### src/rtl/kpd_pkg.sv
package kpd_pkg;
  localparam int ROWS = 8;
  localparam int COLS = 8;
  localparam int NPH  = COLS + 1;    // column phases plus the special-key phase
  localparam int NK   = ROWS * NPH;

  typedef enum logic [2:0] {ST_IDLE, ST_SCAN, ST_EVAL, ST_DEB, ST_EMIT} seq_st_e;

  function automatic logic [7:0] ev_code(logic press, logic [2:0] r, logic [3:0] c);
    return {press, r, c + 4'd1};
  endfunction
endpackage

### src/rtl/kpd_seq.sv
module kpd_seq
  import kpd_pkg::*;
#(
  parameter int SCAN_TICKS  = 4,
  parameter int DEB_TICKS   = 3,
  parameter int DEB_DEFAULT = 3,
  parameter int CNT_W       = 16
) (
  input  logic          clk_i,
  input  logic          rst_ni,
  input  logic          tick_i,
  input  logic [7:0]    row_i,
  output logic [7:0]    col_o,
  input  logic          cfg_we_i,
  input  logic          cfg_addr_i,
  input  logic [7:0]    cfg_wdata_i,
  input  logic          emit_busy_i,
  output logic          ld_o,
  output logic [NK-1:0] diff_o,
  output logic [NK-1:0] state_o,
  output logic          key_ovr_o
);
  seq_st_e          st_q;
  logic [3:0]       ph_q;
  logic [CNT_W-1:0] cnt_q;
  logic [7:0]       deb_q;
  logic             req_q, conf_q;
  logic [NK-1:0]    raw_q, cand_q, stable_q, scan_v;
  logic [CNT_W-1:0] deb_lim;

  wire req_w = cfg_we_i && cfg_addr_i;

  assign deb_lim = CNT_W'(deb_q) * CNT_W'(DEB_TICKS);
  assign state_o = stable_q;

  always_comb begin
    col_o = '1;
    if (st_q == ST_SCAN && ph_q < 4'(COLS)) col_o = ~(8'b1 << ph_q);
  end

  // a held special key forces its whole row to read as released
  always_comb begin
    for (int r = 0; r < ROWS; r++) begin
      for (int c = 0; c < COLS; c++)
        scan_v[r*NPH+c] = raw_q[r*NPH+c] & ~raw_q[r*NPH+COLS];
      scan_v[r*NPH+COLS] = raw_q[r*NPH+COLS];
    end
  end

  always_ff @(posedge clk_i or negedge rst_ni) begin
    if (!rst_ni) begin
      st_q      <= ST_IDLE;
      ph_q      <= '0;
      cnt_q     <= '0;
      deb_q     <= 8'(DEB_DEFAULT);
      req_q     <= 1'b0;
      conf_q    <= 1'b0;
      raw_q     <= '0;
      cand_q    <= '0;
      stable_q  <= '0;
      diff_o    <= '0;
      ld_o      <= 1'b0;
      key_ovr_o <= 1'b0;
    end else begin
      ld_o      <= 1'b0;
      key_ovr_o <= 1'b0;
      if (cfg_we_i && !cfg_addr_i) deb_q <= (cfg_wdata_i == 8'd0) ? 8'd1 : cfg_wdata_i;
      if (req_w) req_q <= 1'b1;
      unique case (st_q)
        ST_IDLE: begin
          if (req_w || req_q) begin
            st_q  <= ST_SCAN;
            ph_q  <= '0;
            cnt_q <= '0;
            req_q <= 1'b0;
          end else if (tick_i) begin
            if (cnt_q == CNT_W'(SCAN_TICKS - 1)) begin
              st_q  <= ST_SCAN;
              ph_q  <= '0;
              cnt_q <= '0;
            end else cnt_q <= cnt_q + 1'b1;
          end
        end
        ST_SCAN: begin
          for (int r = 0; r < ROWS; r++) raw_q[r*NPH + int'(ph_q)] <= ~row_i[r];
          if (ph_q == 4'(COLS)) st_q <= ST_EVAL;
          else ph_q <= ph_q + 1'b1;
        end
        ST_EVAL: begin
          cnt_q <= '0;
          if (scan_v == stable_q) begin
            conf_q <= 1'b0;
            st_q   <= ST_IDLE;
          end else if (conf_q && scan_v == cand_q) begin
            conf_q    <= 1'b0;
            stable_q  <= scan_v;
            diff_o    <= scan_v ^ stable_q;
            ld_o      <= 1'b1;
            key_ovr_o <= ($countones(scan_v) > 2);
            st_q      <= ST_EMIT;
          end else begin
            cand_q <= scan_v;
            conf_q <= 1'b1;
            st_q   <= ST_DEB;
          end
        end
        ST_DEB: begin
          if (tick_i) begin
            if (cnt_q == deb_lim - 1'b1) begin
              st_q  <= ST_SCAN;
              ph_q  <= '0;
              cnt_q <= '0;
            end else cnt_q <= cnt_q + 1'b1;
          end
        end
        ST_EMIT: begin
          if (!emit_busy_i && !ld_o) begin
            st_q  <= ST_IDLE;
            cnt_q <= '0;
          end
        end
        default: st_q <= ST_IDLE;
      endcase
    end
  end

  a_r1_one_col: assert property (@(posedge clk_i) disable iff (!rst_ni)
    $countones(~col_o) <= 1);
  a_r12_req_starts: assert property (@(posedge clk_i) disable iff (!rst_ni)
    (st_q == ST_IDLE && req_w) |=> (col_o == 8'hFE));
  a_r3_deb_nonzero: assert property (@(posedge clk_i) disable iff (!rst_ni)
    deb_q != 8'd0);
  a_r9_single_pulse: assert property (@(posedge clk_i) disable iff (!rst_ni)
    key_ovr_o |=> !key_ovr_o);
endmodule

### src/rtl/kpd_emit.sv
module kpd_emit
  import kpd_pkg::*;
(
  input  logic          clk_i,
  input  logic          rst_ni,
  input  logic          ld_i,
  input  logic [NK-1:0] diff_i,
  input  logic [NK-1:0] state_i,
  output logic          valid_o,
  output logic [7:0]    code_o,
  output logic          busy_o
);
  logic [NK-1:0] pend_q, clr;
  logic [2:0]    sel_r;
  logic [3:0]    sel_c;

  // descending walk so the lowest pending index wins
  always_comb begin
    valid_o = 1'b0;
    sel_r   = '0;
    sel_c   = '0;
    clr     = '0;
    for (int r = ROWS - 1; r >= 0; r--) begin
      for (int c = NPH - 1; c >= 0; c--) begin
        if (pend_q[r*NPH+c]) begin
          valid_o = 1'b1;
          sel_r   = 3'(r);
          sel_c   = 4'(c);
          clr     = '0;
          clr[r*NPH+c] = 1'b1;
        end
      end
    end
    code_o = ev_code(|(state_i & clr), sel_r, sel_c);
  end

  assign busy_o = |pend_q;

  always_ff @(posedge clk_i or negedge rst_ni) begin
    if (!rst_ni) pend_q <= '0;
    else if (ld_i) pend_q <= diff_i;
    else pend_q <= pend_q & ~clr;
  end

  a_r6_one_per_clk: assert property (@(posedge clk_i) disable iff (!rst_ni)
    (valid_o && !ld_i) |=> ($countones(pend_q) == $past($countones(pend_q)) - 1));
endmodule

### src/rtl/kpd_fifo.sv
module kpd_fifo #(
  parameter int DEPTH = 14
) (
  input  logic       clk_i,
  input  logic       rst_ni,
  input  logic       push_i,
  input  logic [7:0] data_i,
  input  logic       pop_i,
  input  logic       peek_i,
  output logic [7:0] rd_data_o,
  output logic       stb_o,
  output logic       ovr_o
);
  localparam int AW = (DEPTH > 1) ? $clog2(DEPTH) : 1;
  localparam int CW = $clog2(DEPTH + 1);

  logic [7:0]    mem_q [DEPTH];
  logic [AW-1:0] wp_q, rp_q;
  logic [CW-1:0] cnt_q;
  logic          full, empty, push_ok, pop_ok;

  assign full    = (cnt_q == CW'(DEPTH));
  assign empty   = (cnt_q == '0);
  assign push_ok = push_i && !full;
  assign pop_ok  = pop_i && !empty;

  always_ff @(posedge clk_i) begin
    if (push_ok) mem_q[wp_q] <= data_i;
  end

  always_ff @(posedge clk_i or negedge rst_ni) begin
    if (!rst_ni) begin
      wp_q      <= '0;
      rp_q      <= '0;
      cnt_q     <= '0;
      rd_data_o <= '0;
      stb_o     <= 1'b0;
      ovr_o     <= 1'b0;
    end else begin
      stb_o <= push_ok;
      ovr_o <= push_i && full;
      if (push_ok) wp_q <= (wp_q == AW'(DEPTH - 1)) ? '0 : wp_q + 1'b1;
      if (pop_ok)  rp_q <= (rp_q == AW'(DEPTH - 1)) ? '0 : rp_q + 1'b1;
      if (pop_i || peek_i) rd_data_o <= empty ? 8'h00 : mem_q[rp_q];
      cnt_q <= cnt_q + CW'(push_ok) - CW'(pop_ok);
    end
  end

  a_r7_bound: assert property (@(posedge clk_i) disable iff (!rst_ni)
    cnt_q <= CW'(DEPTH));
  a_r10_keep: assert property (@(posedge clk_i) disable iff (!rst_ni)
    (push_i && full && !pop_i) |=> (cnt_q == CW'(DEPTH)) && $stable(rp_q));
  a_r8_peek_still: assert property (@(posedge clk_i) disable iff (!rst_ni)
    (peek_i && !pop_i && !push_i) |=> $stable(cnt_q) && $stable(rp_q));
  a_r11_stb: assert property (@(posedge clk_i) disable iff (!rst_ni)
    (push_i && !full) |=> stb_o);
endmodule

### src/rtl/kpd_scan_top.sv
module kpd_scan_top
  import kpd_pkg::*;
#(
  parameter int SCAN_TICKS  = 4,
  parameter int DEB_TICKS   = 3,
  parameter int DEB_DEFAULT = 3,
  parameter int FIFO_DEPTH  = 14,
  parameter int CNT_W       = 16
) (
  input  logic       clk_i,
  input  logic       rst_ni,
  input  logic       tick_i,
  input  logic [7:0] row_i,
  output logic [7:0] col_o,
  input  logic       cfg_we_i,
  input  logic       cfg_addr_i,
  input  logic [7:0] cfg_wdata_i,
  input  logic       rd_pop_i,
  input  logic       rd_peek_i,
  output logic [7:0] rd_data_o,
  output logic       evt_stb_o,
  output logic       key_ovr_o,
  output logic       fifo_ovr_o
);
  logic          ld, busy, ev_valid;
  logic [NK-1:0] diff, state;
  logic [7:0]    ev_code_w;

  kpd_seq #(
    .SCAN_TICKS (SCAN_TICKS),
    .DEB_TICKS  (DEB_TICKS),
    .DEB_DEFAULT(DEB_DEFAULT),
    .CNT_W      (CNT_W)
  ) u_seq (
    .clk_i      (clk_i),
    .rst_ni     (rst_ni),
    .tick_i     (tick_i),
    .row_i      (row_i),
    .col_o      (col_o),
    .cfg_we_i   (cfg_we_i),
    .cfg_addr_i (cfg_addr_i),
    .cfg_wdata_i(cfg_wdata_i),
    .emit_busy_i(busy),
    .ld_o       (ld),
    .diff_o     (diff),
    .state_o    (state),
    .key_ovr_o  (key_ovr_o)
  );

  kpd_emit u_emit (
    .clk_i  (clk_i),
    .rst_ni (rst_ni),
    .ld_i   (ld),
    .diff_i (diff),
    .state_i(state),
    .valid_o(ev_valid),
    .code_o (ev_code_w),
    .busy_o (busy)
  );

  kpd_fifo #(.DEPTH(FIFO_DEPTH)) u_fifo (
    .clk_i    (clk_i),
    .rst_ni   (rst_ni),
    .push_i   (ev_valid),
    .data_i   (ev_code_w),
    .pop_i    (rd_pop_i),
    .peek_i   (rd_peek_i),
    .rd_data_o(rd_data_o),
    .stb_o    (evt_stb_o),
    .ovr_o    (fifo_ovr_o)
  );
endmodule

### config.mk
export PLATFORM = sky130hd
export DESIGN_NAME = kpd_scan_top
export DESIGN_NICKNAME = d
export VERILOG_FILES = /design/src/rtl/kpd_pkg.sv /design/src/rtl/kpd_seq.sv /design/src/rtl/kpd_emit.sv /design/src/rtl/kpd_fifo.sv /design/src/rtl/kpd_scan_top.sv
export SDC_FILE = /design/constraint.sdc
export NUM_CORES = 1
export LEC_CHECK = 0
export BUFFER_PORTS_ARGS = -buffer_cell sky130_fd_sc_hd__buf_2
export CELL_PAD_IN_SITES_DETAIL_PLACEMENT = 1
export CELL_PAD_IN_SITES_GLOBAL_PLACEMENT = 2
export CORE_MARGIN = 5
export CORE_UTILIZATION = 35
export CTS_BUF_LIST = sky130_fd_sc_hd__clkbuf_16
export CTS_CLUSTER_SIZE = 24
export DETAILED_ROUTE_END_ITERATION = 6
export PLACE_DENSITY_LB_ADDON = 0.15
export SLEW_MARGIN = 5
export SYNTH_ARGS = -nofsm -noshare
export SYNTH_HDL_FRONTEND = slang
export SYNTH_HIERARCHICAL = 1
export SYNTH_SLANG_ARGS = --single-unit
### constraint.sdc
create_clock -name clk_i -period 7.2 [get_ports clk_i]
set_input_delay 0.36 -clock clk_i [delete_from_list [all_inputs] [get_ports clk_i]]
set_output_delay 0.36 -clock clk_i [all_outputs]
set_load 0.05 [all_outputs]
# Word-level counts from Yosys, hierarchy flattened

Memories as Yosys holds them, arrays and structs flattened.
Index checks and enable logic that the tools add are counted.

Input port bits: 23
Output and inout bits: 19
Logic and storage cells: 622
Memories: 1
Register bits after elaboration: 417
Bits in writable memories: 112

Shifts and indexed selects: 1
Multipliers: 1
Add/sub/neg operators: 86
Magnitude comparators: 18
Multiplexer cells: 355
Reductions and logical operators: 35
Bitwise operators: 87
Eq/ne operators: 19

Memory list:

| name         | words | bits a word | rd ports | clocked after Yosys merged registers in | wr ports | RTL line       | source |
|---|---|---|---|---|---|---|---|
| u_fifo.mem_q | 14    | 8           | 1        | 0                                       | 1        | kpd_fifo.sv:17 | `logic [7:0] mem_q [DEPTH];` |

Operators by type and width:

| cell                    | count |
|---|---|
| $mux W72                | 73 |
| $add A32 B32 Y32        | 35 |
| $bwmux W72              | 8 |
| $mux W4                 | 80 |
| $mux W3                 | 81 |
| $ge A32 B1 Y1 const B   | 7 |
| $lt A32 B9 Y1 const B   | 7 |
| $and A72 B72 Y72        | 2 |
| $eq A72 B72 Y1          | 2 |
| $reduce_or A72 Y1       | 2 |
| $mux W16                | 6 |
| $mux W1                 | 93 |
| $add A1 B1 Y2           | 36 |
| $not A72 Y72            | 1 |
| $xor A72 B72 Y72        | 1 |
| $and A1 B1 Y1           | 64 |
| $pmux W16 S4            | 1 |
| $demux W1 S7            | 7 |
| $gt A32 B3 Y1 const B   | 1 |
| $add A6 B4 Y7 const A   | 4 |
| $mux W8                 | 3 |
| $not A1 Y1              | 18 |
| $add A16 B1 Y16 const B | 1 |
| $add A4 B1 Y4 const B   | 4 |
| 35 further kinds        | 65 |

# Logic depth before layout (Yosys ltp)

Gate-level depths: netlist of run 1.

Word-level depth: 75
Depth in mapped cells: 24
Depth with buffers taken out: 22

# Cells and area by module

The synthesis of run 1 kept the hierarchy.

Modules (own cells, without submodules):

| module   | seq. area each (um^2) | area an instance (um^2) | times used | cells each |
|---|---|---|---|---|
| kpd_seq  | 8085.3                | 23635.2                 | 1          | 2593 |
| kpd_fifo | 3913.8                | 5415.2                  | 1          | 305 |
| kpd_emit | 1801.7                | 5094.9                  | 1          | 697 |

# Worst setup path before layout of run 1

Ideal clock, no wire load.

Path type: register -> register
From: reg u_seq.raw_q[44]
To: reg u_seq.key_ovr_o
Data arrival time: 5992 ps
Slack: 1089 ps
Stages on the path, launching flop included: 22
Required time: 7081 ps
Period minus slack after synthesis: 6111 ps
Cells stage by stage: dfrtp_1 > buf_2 > nor2b_1 > inv_1 > fa_1 > inv_1 > fa_1 > inv_1 > fa_1 > inv_1 > fa_1 > inv_1 > fa_1 > fa_1 > fa_1 > fa_1 > inv_1 > ha_1 > fa_1 > a22oi_1 > nand3_1 > o21a_1

Cells in the longest elaborated chain, start to end: 13
Elaborated cells on any way between the ends: 30
Those cells by class: 14 x add/sub; 1 x order compare; 2 x eq/ne; 3 x mux; 9 x bitwise; 1 x reduce/logical

Ends and longest elaborated chain:

| element                                             | RTL line      | source |
|---|---|---|
| start: declaration                                  | kpd_seq.sv:28 | `logic [NK-1:0] raw_q, cand_q, stable_q, scan_v;` |
| start signal: assignment                            | kpd_seq.sv:58 | `raw_q <= '0;` |
| $not A1 Y1                                          | kpd_seq.sv:45 | `scan_v[r*NPH+c] = raw_q[r*NPH+c] & ~raw_q[r*NPH+COLS];` |
| $and A1 B1 Y1                                       | kpd_seq.sv:45 |  |
| $add A1 B1 Y2 (not written as such)                 | kpd_seq.sv:99 | `key_ovr_o <= ($countones(scan_v) > 2);` |
| $add A32 B32 Y32 (not written as such) (6 in a row) | kpd_seq.sv:99 |  |
| $gt A32 B3 Y1                                       | kpd_seq.sv:99 |  |
| $mux W1                                             | kpd_seq.sv:94 | `end else if (conf_q && scan_v == cand_q) begin` |
| $mux W1 *                                           | kpd_seq.sv:91 | `if (scan_v == stable_q) begin` |
| $mux W1 *                                           | kpd_seq.sv:69 | `unique case (st_q)` |
| end signal: assignment                              | kpd_seq.sv:99 |  |
| end: declaration                                    | kpd_seq.sv:21 | `output logic key_ovr_o` |

Mark *: on every way between the ends. The rest lies on a longest branch, timed or not.
A chain may end at the register's enable or synchronous reset.

# Final worst setup path of run 1

From: reg u_seq.raw_q[35]
To: reg u_seq.key_ovr_o

Same word-level chain as after synthesis.

==> summary.md, run 1 <==
The critical path required time came out at 7.73 ns. Relative slew slack: 0.193. The leading register cell type out of synthesis was dfrtp_1. The tools report the first-pass iteration count of the detailed router as 6. For the finished layout, the period the worst path requires is 6.45 ns.

The setup path with the least slack is of type reg2reg. In this run, synthesis produced a sequential element count of 529. The biggest area contributor in the post-synthesis netlist is dfrtp_1. Setup total negative slack on the finished layout was measured at 0 ns.

Yosys mapped a number of flops with a built-in enable equal to 112. The global-route wire length before repair is 217 mm. For the number of DRC markers in iteration 0, the log shows 2757. The logs give 0 for the setup-violating endpoint count in the final report and 0 for the total congestion overflow.

The fraction of synthesized cell area in xor and xnor cells is 0.0398, and the cell area after synthesis is 34100 µm². Compared with the post-synthesis result, the final layout area differs by 11.7%. The area share of and/or/nand/nor cells after synthesis is 0.182.

The number of nets in the synthesized netlist is 3741. CTS built an H-tree with a depth of 3. The die covers 104000 µm². For the via count of the first global-routing pass, the log shows 30700. The run gives 0 as the final-report max-slew violation count.

The count of cells in the finished layout, fillers not included, comes to 4909. The fraction of registers with async set or reset after synthesis was 0.788. For the max-capacitance violation count, the log shows 0.

Data arrives at the worst endpoint at 6.99 ns. The compound-gate portion of the synthesized area was 0.152. The average cell area after synthesis is 9.50 µm².

The clock arrives with 0.0322 ns of skew. For this block, the routed nets add up to 149 mm of wire. The die is 322 µm wide. The tree is rooted in a clkbuf_16.

Counting distinct cell types in the post-synthesis netlist gives 98. In this run the worst path has a maximum fanout of 15. The tools report the I/O pin count as 42. The tools report the detailed-route via count as 29800. The tools report the endpoint class of the critical path as a register.

The floorplan has 114 rows. The launch point of the worst reg-to-reg path is u_seq/raw_q[35]. The most instantiated library cell after synthesis was dfrtp_1.

The detailed-route vias per instance was 6.07. Power density over the cells: 620 nW/µm². The flow ran to the end, and the final reports show no timing, DRC or antenna violations. Maximum number of pins on one net before global-route repair: 146. In this run the deepest clock path goes through 3 buffers. The startpoint identified for the worst hold timing path is rd_pop_i. TritonCTS built the clock tree. The sequential element share of the synthesized area is 0.404. For the total DRC errors in the routed layout, the log shows 0. In this run the worst setup path begins at u_seq/raw_q[35]. The half-perimeter wire length after placement was 111 mm. The run gives 0.66 ns as the worst-skew pair later-pin latency. In this run the remaining antenna-violating nets after routing total 0.

The clock slew at the register clock pins of the worst setup and hold paths is 0.06 ns, and the post-CTS repair timing setup buffer count is 0. Synthesis handed over a netlist of 3595 instances. The area share of fa/ha/maj cells after synthesis came out at 0.0589. The tools report the count of cells resized by post-cts repair as 0. The type of element launching the critical path was a register.

Port buffering added 41 buffers. Once placement completed, the tool counted placed cells totaling 4776. The worst-case IR drop observed on VDD is 0.00131 V. The count of yosys warnings during synthesis was 6. After synthesis, the cell types taking the most area are dfrtp_1 (30%), edfxtp_1 (9.8%), mux2_2 (4.2%). The static leakage was 16.6 nW. The clock net sink count is 529, and the final worst-path cycle share is 0.897. The maximum operating frequency was 0.155 GHz; the share of cell area taken by muxes after synthesis was 0.108. At the pin with the least slew margin, the transition time is 1.21 ns.

The tools report the number of antenna violations at the first check in global routing as 8. The number of hold-slack violations in the final timing report was 0. The min-delay analysis places its worst path in the category in2reg. After the last flow step, the layout net total stands at 3725. The layout cell share with drive strength beyond 1 came out at 0.126. Ranked by instance count, the synthesized netlist is headed by dfrtp_1 (415), nand2_1 (371), nor2_1 (272), inv_1 (229), o21ai_0 (187).

The effective utilization at floorplan came out at 0.353. At the end of routability-driven placement, the weighted congestion stood at 0.954. Total track usage: 0.280.

The total CTS buffers is 68, and the height of the die is 322 µm. Setup repair after global routing left no endpoint under its margin. The total area inside the core boundary comes to 96700 µm². The portion of synthesized cell area occupied by the leading cell type was 0.304. The average wire length per cell after detail routing works out to 30.3 µm.

By area, the combinational part of the netlist is dominated by simple AND/OR/NAND/NOR gates.
-- report_power, final --
| group | switching [mW] | internal [mW] | total, mW |
|---|---|---|---|
| registers | 0.522 | 3.43 | 3.96 |
| clock network | 1.45 | 2.15 | 3.60 |
| logic | 10.0 | 6.08 | 16.1 |
-- layer usage --
metal | part of all wire | global-route usage
met5 | 0 | 0
met3 | 0.058 | 0.0416
met2 | 0.46 | 0.449
met4 | 0.051 | 0.126
met1 | 0.43 | 0.379
-- worst paths after layout --
| kind | to | cells past startpoint | slack [ns] |
|---|---|---|---|
| worst min-delay path | u_fifo/rp_q[1] | 3 | 0.16 |
| worst min register to register | u_emit/pend_q[21] | 2 | 0.47 |
| worst max register to register | u_seq/key_ovr_o | 18 | 0.75 |
| min in group asynchronous | u_fifo/rd_data_o[5] | 2 | 0.37 |
| worst max-delay path | u_seq/key_ovr_o | 18 | 0.75 |
| max in group asynchronous | u_seq/ld_o | 3 | 5.31 |
-- worst max-delay path: stages (launching register included) --
cell	delay (ns)
dfrtp_1	0.60
nor2b_1	0.50
fa_1	0.52
fa_1	0.49
inv_1	0.05
fa_1	0.50
inv_1	0.06
fa_1	0.47
inv_1	0.05
fa_1	0.47
fa_1	0.51
fa_1	0.43
fa_1	0.50
inv_1	0.04
ha_1	0.20
fa_1	0.48
a22oi_1	0.16
nand3_1	0.09
o21a_1	0.19
-- registers in the layout, summed over array words and instances (netlist names), 3 cells and up --
name / cells
u_fifo/cnt_q: 4
u_fifo/mem_q: 112
u_seq/ph_q: 4
u_fifo/rd_data_o: 8
u_seq/cand_q: 72
u_seq/raw_q: 72
u_fifo/rp_q: 4
u_fifo/wp_q: 4
u_seq/diff_o: 72
u_emit/pend_q: 72
u_seq/state_o: 72
u_seq/cnt_q: 16
u_seq/st_q: 3
u_seq/deb_q: 8
-- per-stage QoR --
stage,total power [mW],hold WS [ns],area [µm²],setup WS [ns],util
CTS,23.8,0.129,38100,0.747,0.394
global placement,20.0,0.454,35700,0.839,0.370
detailed placement,20.0,0.467,35700,0.764,0.370
floorplan,15.2,0.0644,34100,1.09,-
finish,23.7,0.161,38200,0.745,0.395
global route,25.5,0.164,38100,0.478,0.394
-- cell usage in the layout, fill, tap and decap left out, types with 31 or more instances in the layout --
master     count
mux2_1        50
nand2b_1      31
nand2_1      371
xnor2_1      102
nand4_1       82
clkbuf_16     69
o22ai_1       41
dfrtp_1      414
inv_1        240
ha_1          60
nor2b_1       83
nand3_1      106
buf_4         92
edfxtp_1     112
mux2i_1       79
mux2_2       126
a21oi_1      150
a31oi_1       69
nor3_1        70
fa_1          63
nor4_1        40
nor2_1       271
o21ai_0      187
buf_2         40
xor2_1        51
-- layout make-up --
| type | instances | area [µm²] |
|---|---|---|
| Inverter | 236 | 886 |
| Clock inverter | 51 | 584 |
| Timing Repair Buffer | 144 | 1040 |
| Clock buffer | 69 | 1730 |
| Fill cell | 10900 | 58600 |
| Multi-Input combinational cell | 2600 | 18500 |
| Tap cell | 1276 | 1600 |
| Antenna cell | 4 | 10.0 |
| Sequential cell | 529 | 13800 |
-- logic make-up after synthesis --
logic type | after synthesis
AO/OA/AOI/OAI | 781
buffers and inverters | 466
adder cells (fa/ha/maj) | 123
multiplexers | 305
flip-flops | 529
AND/OR/NAND/NOR | 1236
XOR/XNOR | 155
-- repair_timing --
action / 4_1_cts / 5_1_grt
endpoints found under the hold margin: 92 / 0
hold buffers: 9 / 0
setup endpoints to repair: 0 / 0
No activity file was read; power rests on OpenSTA's default activity.
==> inputs of run 2 (changes only) <==
- CORE_MARGIN: 5 -> unset
- CTS_BUF_LIST: sky130_fd_sc_hd__clkbuf_16 -> sky130_fd_sc_hd__clkbuf_8
==> run 2 against run 1 <==
Against the previous run:
- power is 1.8% lower
- clock power is 11% lower
- fmax hardly changed
- worst hold slack worse by 0.080 ns
- sequential share of layout area is 0.11 points higher
- design area is 0.31% lower
- critical endpoint unchanged
- largest power group unchanged
- highest routed layer is now met5
==> summary.md, run 2 (same netlist as run 1, synthesis figures left out) <==
The setup check on the worst reg-to-reg path leaves a slack of 0.75 ns. The number of DRC markers in iteration 0 was 2603. In the layout the commonest cells are dfrtp_1 (414), nand2_1 (371), nor2_1 (271). The run gives 38000 µm² as the area of all placed cells without fillers. The register with the most flip-flops in the layout has 112 of them. Effective utilization at floorplan: 0.353. At the end of the flow, the number of nets in the layout was 3762. Counting tap cells, the placed design contains a total of 4775 instances.

The register with the most flip-flops is u_fifo/mem_q. Among the stages of the critical path, the cell type that occurs most often is fa_1. The endpoint class of the critical path is a register. For the final-report max-slew violation count, the log shows 0.

The number of I/O port buffers works out to 41. Dividing total power by cell area gives a power density of 611 nW/µm². The final cell count without fillers was 4979.

The area growth from synthesis to layout came out at 11.4%. The startpoint of the most critical hold path is rd_peek_i. The layout cell share with drive strength beyond 1 was 0.138; the maximum number of pins on one net before global-route repair was 155. The maximum operating frequency came out at 0.155 GHz. The die is 314 µm tall. At the worst endpoint, the arrival time is 7.12 ns. The logs give 0 ns for the setup TNS and 42 for the I/O pin count.

Registers take 13800 µm². The die covers 98800 µm². The cell type group with the largest total delay on the critical path is adder cells. The path with the worst hold slack has its endpoint at u_fifo/rd_data_o[5].

The detailed-route vias per instance was 6.00; the relative slew slack was 0.0905. The total core area was 96700 µm²; the depth of the worst register-to-register path was 19. For this design, the sink count on the clock tree is 529. Setup violations remaining at the end of the flow were counted as 0. The layout has 11000 filler cells.

On the worst path, the slowest cell contributes a delay of 0.54 ns. The logs give 3 for the deepest clock path buffer count and 0 for the max-capacitance violation count. Measured along the x axis, the die boundary spans 314 µm. The tools report the hold slack as 0.0816 ns. The placed instances occupy a cell area of 35700 µm². The final route contains 29900 vias.

For the maximum level of the CTS H-tree, the log shows 3. The number of hold-slack violations in the final timing report was 0; the total power was 23.2 mW. Counting I/O delays and the setup requirement, the final critical path takes 6.45 ns. The logs give 0.00151 V for the maximum ir drop on the vdd rail and 7.87 ns for the critical path required time.

The clock arrives with 0.0546 ns of skew. The final worst-path cycle share is 0.896. The clock slew at the register clock pins of the worst setup and hold paths was 0.06 ns; the total CTS buffers was 102. The instance count along the most critical hold path is 4. The flow ran to the end, and the final reports show no timing, DRC or antenna violations.

Setup repair after global routing left no endpoint under its margin. Summing all multi-input logic gate instances after layout gives 18500 µm². The first global-routing pass estimated 217 mm of wire.

The number of nets still failing antenna checks after routing was 0. The most common library cell in the layout ignoring fill and taps is dfrtp_1. The critical path in this run is classified as reg2reg. STA classifies the critical path startpoint as a register. The total track usage was 0.300; the total congestion overflow was 0. In this run the critical register-to-register path is captured at u_seq/key_ovr_o.

The class of the tightest hold or removal check was in2reg. Half-perimeter wire length after placement: 111 mm. In this run the core area contains 114 standard-cell rows. The slowest stage of the critical path is the fa_1 cell. At the pin with the least slew margin, the transition time is 1.35 ns.

The later pin in the worst-skew pair is clocked with a latency of 0.79 ns. Before antenna repair, the detailed router went through 6 iterations. The run gives 16.6 nW as the static leakage. The via count of the first global-routing pass came out at 30900.

TritonCTS built the clock tree. The tools report the launch point of the worst reg-to-reg path as u_seq/raw_q[17]. The critical-path maximum fanout is 14, and the post-detailed-routing wire length is 148 mm.

The congestion estimate from routability-driven global placement came to 0.967. The critical path contains buffers and inverters numbering 5 combined. The tree is rooted in a clkbuf_8. Walking the worst path, the cells encountered are buf_4, nor2b_1, inv_1, fa_1, inv_1, fa_1, fa_1, inv_1, fa_1, fa_1, fa_1, fa_1, fa_1, inv_1, ha_1, fa_1, a22oi_1, nand3_1, o21a_1. In the final routed layout, each cell accounts on average for 29.8 µm. The number of antenna violations at the first check in global routing was 12; the total DRC errors in the routed layout was 0.
==> run 2: cell count changes in the layout (fill, tap and decap cells not counted), sizes merged <==
cell	before	now
clkinv	30	19
buf	135	134
bufinv	11	4
clkinvlp	1	2
inv	245	271
clkbuf	69	128
dlygate4sd3	9	13
diode	4	3
==> run 2: power by group <==
part / total [mW] / internal [mW] / switching (mW)
sequential: 3.99 / 3.43 / 0.560
combinational: 16.0 / 6.10 / 9.94
clock: 3.19 / 1.75 / 1.44
total: 23.2 / 11.3 / 11.9
==> run 2: worst max path at each step <==
stage                         start               to  slack, ns  cells past startpoint
detailed placement  u_seq/raw_q[62]  u_seq/key_ovr_o       0.74                     20
floorplan           u_seq/raw_q[44]  u_seq/key_ovr_o       1.09                     21
global route        u_seq/raw_q[62]  u_seq/key_ovr_o       0.48                     20
finish              u_seq/raw_q[17]  u_seq/key_ovr_o       0.75                     19
CTS                 u_seq/raw_q[62]  u_seq/key_ovr_o       0.73                     20
global placement    u_seq/raw_q[62]  u_seq/key_ovr_o       0.76                     20
==> run 2: metrics by stage <==
step	worst slack [ns]	util
after floorplan	1.09	-
after global placement	0.755	0.370
after detailed placement	0.739	0.370
after CTS	0.727	0.393
after global routing	0.477	0.393
final	0.751	0.393
==> run 2: tightest hold or removal path: cells and delay by family <==
| kind | cells | cell delay (ns) |
|---|---|---|
| AO/OA/AOI/OAI | 1 | 0.09 |
| buffers and inverters | 1 | 0.08 |
| AND/OR/NAND/NOR | 2 | 0.24 |
==> run 2: metal layers <==
metal | GRT usage | part of all wire | vias up
met4 | 0.140 | 0.048 | 4
met3 | 0.0472 | 0.056 | 268
li1 | - | - | 13100
met2 | 0.477 | 0.46 | 996
met1 | 0.401 | 0.44 | 15500
met5 | 0 | 0.00022 | -
==> run 2: timing repair <==
action,CTS,global route
endpoints found under the hold margin,83,0
setup buffers,0,0
resized for setup,0,0
hold buffers,13,0
==> run 2: cell type report <==
cell class | count | area share
diodes | 3 | 0.000197
clock buffers | 128 | 0.0463
clock inverters | 60 | 0.0103
inverters | 236 | 0.0233
multi-input cells | 2600 | 0.487
flip-flops and latches | 529 | 0.363
well taps | 1276 | 0.0420
repair buffers | 147 | 0.0281
